**src/rtl/pa_pkg.sv**
```systemverilog
package pa_pkg;
  localparam logic [7:0] OFF_COUNT = 8'h27;
  localparam logic [7:0] OFF_MASK  = 8'h24;
  localparam logic [7:0] OFF_FLAG  = 8'h25;
  localparam int BIT_OVF  = 5;
  localparam int BIT_EDGE = 4;

  typedef struct packed {
    logic cntLoad;
    logic maskLoad;
    logic flagClr;
    logic countInc;
    logic edgeSet;
    logic rdCount;
    logic rdMask;
    logic rdFlag;
  } paStrobe_t;
endpackage

```
**src/rtl/pa_ctrl.sv**
```systemverilog
module pa_ctrl
  import pa_pkg::*;
#(
  parameter int ADDR_W = 8,
  parameter int SYNC_STAGES = 2,
  parameter logic [ADDR_W-1:0] CNT_OFF  = ADDR_W'(OFF_COUNT),
  parameter logic [ADDR_W-1:0] MASK_OFF = ADDR_W'(OFF_MASK),
  parameter logic [ADDR_W-1:0] FLAG_OFF = ADDR_W'(OFF_FLAG)
) (
  input  logic              clk,
  input  logic              rstN,
  input  logic              pulseIn,
  input  logic              tickIn,
  input  logic              cfgGated,
  input  logic              cfgPolarity,
  input  logic              busSel,
  input  logic              busWr,
  input  logic [ADDR_W-1:0] busAddr,
  output paStrobe_t         stb
);
  localparam int LAST = SYNC_STAGES - 1;

  logic [SYNC_STAGES-1:0] syncQ;
  logic prevQ;
  logic pinNow, riseEdge, fallEdge, leadEdge, trailEdge, lvlActive;
  logic wrAcc, rdAcc;

  // Synchronizer chain; the last stage feeds the edge detector
  generate
    if (SYNC_STAGES < 2) begin : g_bad
      initial $fatal(1, "SYNC_STAGES must be at least 2");
    end
  endgenerate

  always_ff @(posedge clk or negedge rstN) begin
    if (!rstN) begin
      syncQ <= '0;
      prevQ <= 1'b0;
    end else begin
      syncQ <= {syncQ[LAST-1:0], pulseIn};
      prevQ <= syncQ[LAST];
    end
  end

  always_comb begin
    pinNow    = syncQ[LAST];
    riseEdge  = pinNow & ~prevQ;
    fallEdge  = ~pinNow & prevQ;
    leadEdge  = cfgPolarity ? riseEdge : fallEdge;
    trailEdge = cfgPolarity ? fallEdge : riseEdge;
    lvlActive = (pinNow == cfgPolarity);
    wrAcc     = busSel & busWr;
    rdAcc     = busSel & ~busWr;

    stb          = '0;
    stb.cntLoad  = wrAcc && (busAddr == CNT_OFF);
    stb.maskLoad = wrAcc && (busAddr == MASK_OFF);
    stb.flagClr  = wrAcc && (busAddr == FLAG_OFF);
    stb.rdCount  = rdAcc && (busAddr == CNT_OFF);
    stb.rdMask   = rdAcc && (busAddr == MASK_OFF);
    stb.rdFlag   = rdAcc && (busAddr == FLAG_OFF);
    if (cfgGated) begin
      stb.countInc = lvlActive & tickIn;
      stb.edgeSet  = trailEdge;
    end else begin
      stb.countInc = leadEdge;
      stb.edgeSet  = leadEdge;
    end
  end
endmodule

```
**src/rtl/pa_datapath.sv**
```systemverilog
module pa_datapath
  import pa_pkg::*;
#(
  parameter int DATA_W = 8,
  parameter int OVF_POS = BIT_OVF,
  parameter int EDGE_POS = BIT_EDGE
) (
  input  logic              clk,
  input  logic              rstN,
  input  paStrobe_t         stb,
  input  logic [DATA_W-1:0] busWdata,
  output logic [DATA_W-1:0] busRdata,
  output logic              irqOut,
  output logic [DATA_W-1:0] cntQ,
  output logic [DATA_W-1:0] flagQ,
  output logic [DATA_W-1:0] maskQ
);
  localparam logic [DATA_W-1:0] IMPL_BITS =
    (DATA_W'(1) << OVF_POS) | (DATA_W'(1) << EDGE_POS);
  localparam logic [DATA_W-1:0] CNT_MAX = '1;

  logic ovfEvt;
  logic [DATA_W-1:0] setVec, clrVec, flagD, rdMux;

  // Counter: no reset, software load has priority over an increment
  always_ff @(posedge clk) begin
    if (stb.cntLoad)       cntQ <= busWdata;
    else if (stb.countInc) cntQ <= cntQ + DATA_W'(1);
  end

  always_comb begin
    ovfEvt = stb.countInc & ~stb.cntLoad & (cntQ == CNT_MAX);
    setVec = '0;
    setVec[OVF_POS]  = ovfEvt;
    setVec[EDGE_POS] = stb.edgeSet;
    clrVec = stb.flagClr ? (busWdata & IMPL_BITS) : '0;
    flagD  = (flagQ & ~clrVec) | setVec;
  end

  always_ff @(posedge clk or negedge rstN) begin
    if (!rstN) begin
      flagQ <= '0;
      maskQ <= '0;
    end else begin
      flagQ <= flagD;
      if (stb.maskLoad) maskQ <= busWdata & IMPL_BITS;
    end
  end

  assign irqOut = |(flagQ & maskQ);

  always_comb begin
    unique case (1'b1)
      stb.rdCount: rdMux = cntQ;
      stb.rdMask:  rdMux = maskQ;
      stb.rdFlag:  rdMux = flagQ;
      default:     rdMux = '0;
    endcase
  end

  // Read data captured on the opposite clock phase from counter updates
  always_ff @(negedge clk or negedge rstN) begin
    if (!rstN) busRdata <= '0;
    else       busRdata <= rdMux;
  end
endmodule

```
**src/rtl/evt_accum.sv**
```systemverilog
module evt_accum
  import pa_pkg::*;
#(
  parameter int ADDR_W = 8,
  parameter int DATA_W = 8,
  parameter int SYNC_STAGES = 2
) (
  input  logic              clk,
  input  logic              rstN,
  input  logic              pulseIn,
  input  logic              tickIn,
  input  logic              cfgGated,
  input  logic              cfgPolarity,
  input  logic              busSel,
  input  logic              busWr,
  input  logic [ADDR_W-1:0] busAddr,
  input  logic [DATA_W-1:0] busWdata,
  output logic [DATA_W-1:0] busRdata,
  output logic              irqOut
);
  paStrobe_t stb;
  logic [DATA_W-1:0] cntQ, flagQ, maskQ;

  pa_ctrl #(
    .ADDR_W(ADDR_W),
    .SYNC_STAGES(SYNC_STAGES)
  ) u_ctrl (
    .clk(clk), .rstN(rstN), .pulseIn(pulseIn), .tickIn(tickIn),
    .cfgGated(cfgGated), .cfgPolarity(cfgPolarity),
    .busSel(busSel), .busWr(busWr), .busAddr(busAddr), .stb(stb)
  );

  pa_datapath #(
    .DATA_W(DATA_W)
  ) u_dp (
    .clk(clk), .rstN(rstN), .stb(stb), .busWdata(busWdata),
    .busRdata(busRdata), .irqOut(irqOut),
    .cntQ(cntQ), .flagQ(flagQ), .maskQ(maskQ)
  );
endmodule

```
**config.mk**
```make
export PLATFORM = sky130hd
export DESIGN_NAME = evt_accum
export DESIGN_NICKNAME = d
export VERILOG_FILES = /design/src/rtl/pa_pkg.sv /design/src/rtl/pa_ctrl.sv /design/src/rtl/pa_datapath.sv /design/src/rtl/evt_accum.sv
export SDC_FILE = /design/constraint.sdc
export NUM_CORES = 1
export LEC_CHECK = 0
export BUFFER_PORTS_ARGS = -buffer_cell sky130_fd_sc_hd__buf_2
export CAP_MARGIN = 10
export CORE_UTILIZATION = 50
export CTS_CLUSTER_DIAMETER = 80
export CTS_CLUSTER_SIZE = 20
export DETAILED_ROUTE_END_ITERATION = 10
export PLACE_DENSITY = 0.78
export SLEW_MARGIN = 40
export SYNTH_ARGS = -nofsm -noshare
export SYNTH_HDL_FRONTEND = slang
export SYNTH_SLANG_ARGS = --single-unit
```
**constraint.sdc**
```tcl
create_clock -name clk -period 2.6 [get_ports clk]
set_input_delay 0.39 -clock clk [delete_from_list [all_inputs] [get_ports clk]]
set_output_delay 0.39 -clock clk [all_outputs]
set_load 0.005 [all_outputs]
```
Yosys cells after proc, flatten, opt, wreduce, memory -nomap -nowiden
Index checks and enable logic that the tools add are counted.

Bits in read-only memories: 0. Word-level logic and storage cells: 42. Bits in latches: 0. Memories: 0. Register bits after elaboration: 29. Bits in writable memories: 0. Input bits: 24.

Bitwise operators: 15. Divide/modulo/power cells: 0. Multiplexer cells: 7. Equal/unequal tests: 5. Shift-type cells: 0. Reduce and logical (&&, ||, !) cells: 8. $lt $le $gt $ge: 0. Add/subtract/negate cells: 1. Multipliers: 0.

Operator list (count): $eq 8x6->1 const B (3); $pmux 8 s3 (1); $mux 8 (2); $add 8x1->8 const B (1); $and 8x6->8 (1); $and 8x8->8 (1); $eq 8x8->1 const B (1); $not 8->8 (1); $or 8x6->8 (1); $reduce_or 8->1 (1); $and 1x1->1 (7); $logic_and 1x1->1 (6); $mux 6 (1); $not 1->1 (4); $mux 1 (2); $mux 2 (1); $reduce_bool 2->1 (1); $eq 1x1->1 (1).

Longest topological paths before layout
Word-level depth: 7. Mapped depth: 5. Mapped depth without buffers: 5.

By module
From an unflattened synthesis, not the netlist that was laid out.

Cell total of the unflattened synthesis: 115. Area, all modules: 1214.9 um^2.

By module, submodules not included: pa_datapath (sequential area each 540.5 um^2, area an instance 1002.2 um^2, instances 1, cells an instance 89); pa_ctrl (sequential area each 75.1 um^2, area an instance 212.7 um^2, instances 1, cells an instance 26).

==> results.py <==
metrics = {
    "status": {
        "status": "complete, no violations",
    },
    "clocking": {
        "clock_sinks": 23,
        "htree_levels": 1,
        "post_cts_buffers": 0,
        "post_cts_resized": 0,
        "clkTransAtPathRegs_ps": 110,
        "cts-root-buf": "clkbuf_4",
        "cts_tree": "built",
        "holdBufCountCts": 1,
        "cts_buffers": 3,
        "clk_latency_ps": 320,
        "clockBufferDepth": 2,
    },
    "detailed_routing": {
        "num_vias": 878,
        "drtAntennaViolNets": 0,
        "wire_per_inst_um": 13.11,
        "dr.max_layer_used": "met4",
        "drt_iter0_drc": 10,
        "met3_length_um": 88,
        "wl_met2_mm": 1.102,
        "routed_wl_mm": 2.176,
        "drt-pass1-iter-count": 4,
        "drc": 0,
        "via_per_inst": 5.289,
        "wl_met1_um": 972,
    },
    "yosys": {
        "yosysSeqAreaShare": 0.5491,
        "synth_most_common_cell": "nor2_1",
        "synth_top_area_share": 0.2143,
        "synth_area_leaders": "edfxtp_1 (21%), dfrtn_1 (18%), dfrtp_1 (16%)",
        "yosys.area.top_type": "edfxtp_1",
        "synth_seq_cells": 23,
        "synth_common_cells": "nor2_1 (14), dfrtn_1 (8), edfxtp_1 (8)",
        "async_flop_share": 0.6522,
        "yosys_warnings": 0,
        "syn-cell-area_sq_mm": 0.001121,
        "ys.flop_type": "edfxtp_1",
        "synth-edff-count": 8,
        "avgSynthCellArea_sq_um": 11.21,
        "synth_cell_type_count": 31,
        "synth_cells": 100,
        "syn-num-nets": 125,
    },
    "worst_hold_path": {
        "hp-class": "in2reg",
    },
    "sta": {
        "setup_ws_ps": 97.59,
        "slew_headroom": 0.7345,
        "slew_viol_final": 0,
        "setup_viol": 0,
        "fin_skew_ps": 21.79,
        "hold_viol_final": 0,
        "holdWs_ps": 184.6,
        "setup_tns_ps": 0,
        "tightest_slew_ps": 398.2,
        "grt_setup_unrepaired": "false",
    },
    "global_route": {
        "grt_pass1_wl_mm": 3.898,
        "antenna_found_initial": 0,
        "grtUsageTotal": 0.2120,
        "grt_max_degree": 16,
        "grt_overflow_total": 0,
        "grt_pass1_vias": 914,
    },
    "floorplan": {
        "pin_count": 33,
        "initial_core_util": 0.5490,
        "die_w_um": 49.35,
        "core_area_sq_mm": 0.002042,
        "die-area_sq_mm": 0.002435,
        "row_count": 16,
        "die_h_um": 49.35,
    },
    "setup_path": {
        "path_delay_family": "flip-flops",
        "max_stage_delay_ps": 400,
        "start_kind": "flop",
        "required_ps": 2210,
        "crit_fanout": 1,
        "crit_chain": "buf_2",
        "critPathSlowestCell": "dfrtn_1",
        "crit_buf_inv": 1,
        "crit_arrival_ps": 2110,
        "cp-end-kind": "output port",
        "crit_type": "reg2out",
    },
    "power_and_ir_drop": {
        "power.density_mw_per_mm2": 470.6,
        "irDropWorstVdd_mv": 0.3535,
        "p_leak_nw": 0.6415,
    },
    "job": {
        "cap_violations": 0,
    },
    "placed_design": {
        "io_buffers": 32,
        "placed_area_sq_mm": 0.001338,
        "pre_cts_ws_ps": -48.31,
        "place.gp.congestion": 0.8049,
        "dp_hpwl_mm": 1.677,
    },
    "finish": {
        "diodes": 0,
        "drive_above_1_share": 0.3813,
        "multi_input_area_sq_um": 494.2,
        "nets": 165,
        "syn_to_final_growth_pct": 22.66,
        "stdcell_area_sq_mm": 0.001375,
        "fill_cells": 186,
        "seq_area_sq_um": 615.6,
    },
}
==> placed cells by master (no fill, tap or decap), types with 2 or more instances in the layout <==
cell type / netlist / layout
buf_2: 0 / 32
dfrtn_1: 8 / 8
clkbuf_4: 0 / 3
nand4_1: 2 / 2
nand2_1: 6 / 6
nand3_1: 6 / 6
xnor2_1: 3 / 3
edfxtp_1: 8 / 8
nor2b_1: 2 / 2
buf_4: 0 / 4
mux2_2: 4 / 4
a22oi_1: 2 / 2
a21oi_1: 7 / 7
nor2_1: 14 / 14
xor2_1: 5 / 5
and2_1: 7 / 7
and4bb_2: 2 / 2
dfrtp_1: 7 / 7
==> through the flow <==
step,util,power [mW],instances
after floorplan,-,0.4514,100
after global placement,0.6550,0.4855,161
after detailed placement,0.6550,0.4888,161
after CTS,0.6734,0.6542,166
after global routing,0.6734,0.6841,166
final,0.6734,0.6471,166
==> flip-flops by register name, summed over array words and instances, names as in the netlist <==
name	flops
u_ctrl.prevQ	1
u_dp.maskQ	2
u_ctrl.syncQ	2
u_dp.busRdata	8
u_dp.cntQ	8
u_dp.flagQ	2
==> cell type report <==
| class | count | area share |
|---|---|---|
| Clock buffer | 3 | 0.01638 |
| Clock inverter | 1 | 0.003640 |
| Inverter | 1 | 0.002730 |
| Multi-Input combinational cell | 74 | 0.3594 |
| Sequential cell | 23 | 0.4477 |
| Tap cell | 27 | 0.02457 |
| Timing Repair Buffer | 37 | 0.1456 |
==> kinds of logic (layout without fill, tap and decap cells) <==
group | count (synthesis) | after routing | share of synthesized area
buffers and inverters | 3 | 42 | 0.01004
DFF | 23 | 23 | 0.5491
and+or+nand+nor | 46 | 46 | 0.2344
xor gates and xnor gates | 8 | 8 | 0.06250
muxes | 4 | 4 | 0.04018
AOI/OAI and AO/OA | 15 | 15 | 0.09263
adders and majority gates | 1 | 1 | 0.01116
==> layer usage <==
metal / vias up / track usage
met5: - / 0
met4: 0 / 0.05392
met3: 2 / 0.06854
met2: 19 / 0.3676
met1: 424 / 0.2505
li1: 433 / -
==> path summary, 6_finish.rpt <==
| check | from | end | slack [ps] | cells past startpoint |
|---|---|---|---|---|
| min reg2reg | u_ctrl.syncQ[0]$_DFF_PN0_ | u_ctrl.syncQ[1]$_DFF_PN0_ | 370 | 0 |
| max in group asynchronous | rstN | u_dp.busRdata[2]$_DFF_NN0_ | 650 | 2 |
| max reg2reg | u_dp.cntQ[4]$_DFFE_PP_ | u_dp.busRdata[4]$_DFF_NN0_ | 100 | 3 |
| min in group asynchronous | rstN | u_dp.maskQ[5]$_DFFE_PN0P_ | 470 | 2 |
| min | pulseIn | u_ctrl.syncQ[0]$_DFF_PN0_ | 180 | 1 |
| max | u_dp.busRdata[3]$_DFF_NN0_ | busRdata[3] | 100 | 1 |
==> power by group <==
part	total [mW]	switching (mW)	internal (mW)	leakage, nW
Sequential	0.407	0.0139	0.393	0.267
Clock	0.164	0.107	0.0575	0.0177
Combinational	0.0757	0.0366	0.0391	0.357
Total	0.647	0.157	0.490	0.642
Power figures use the tool's default switching activity.
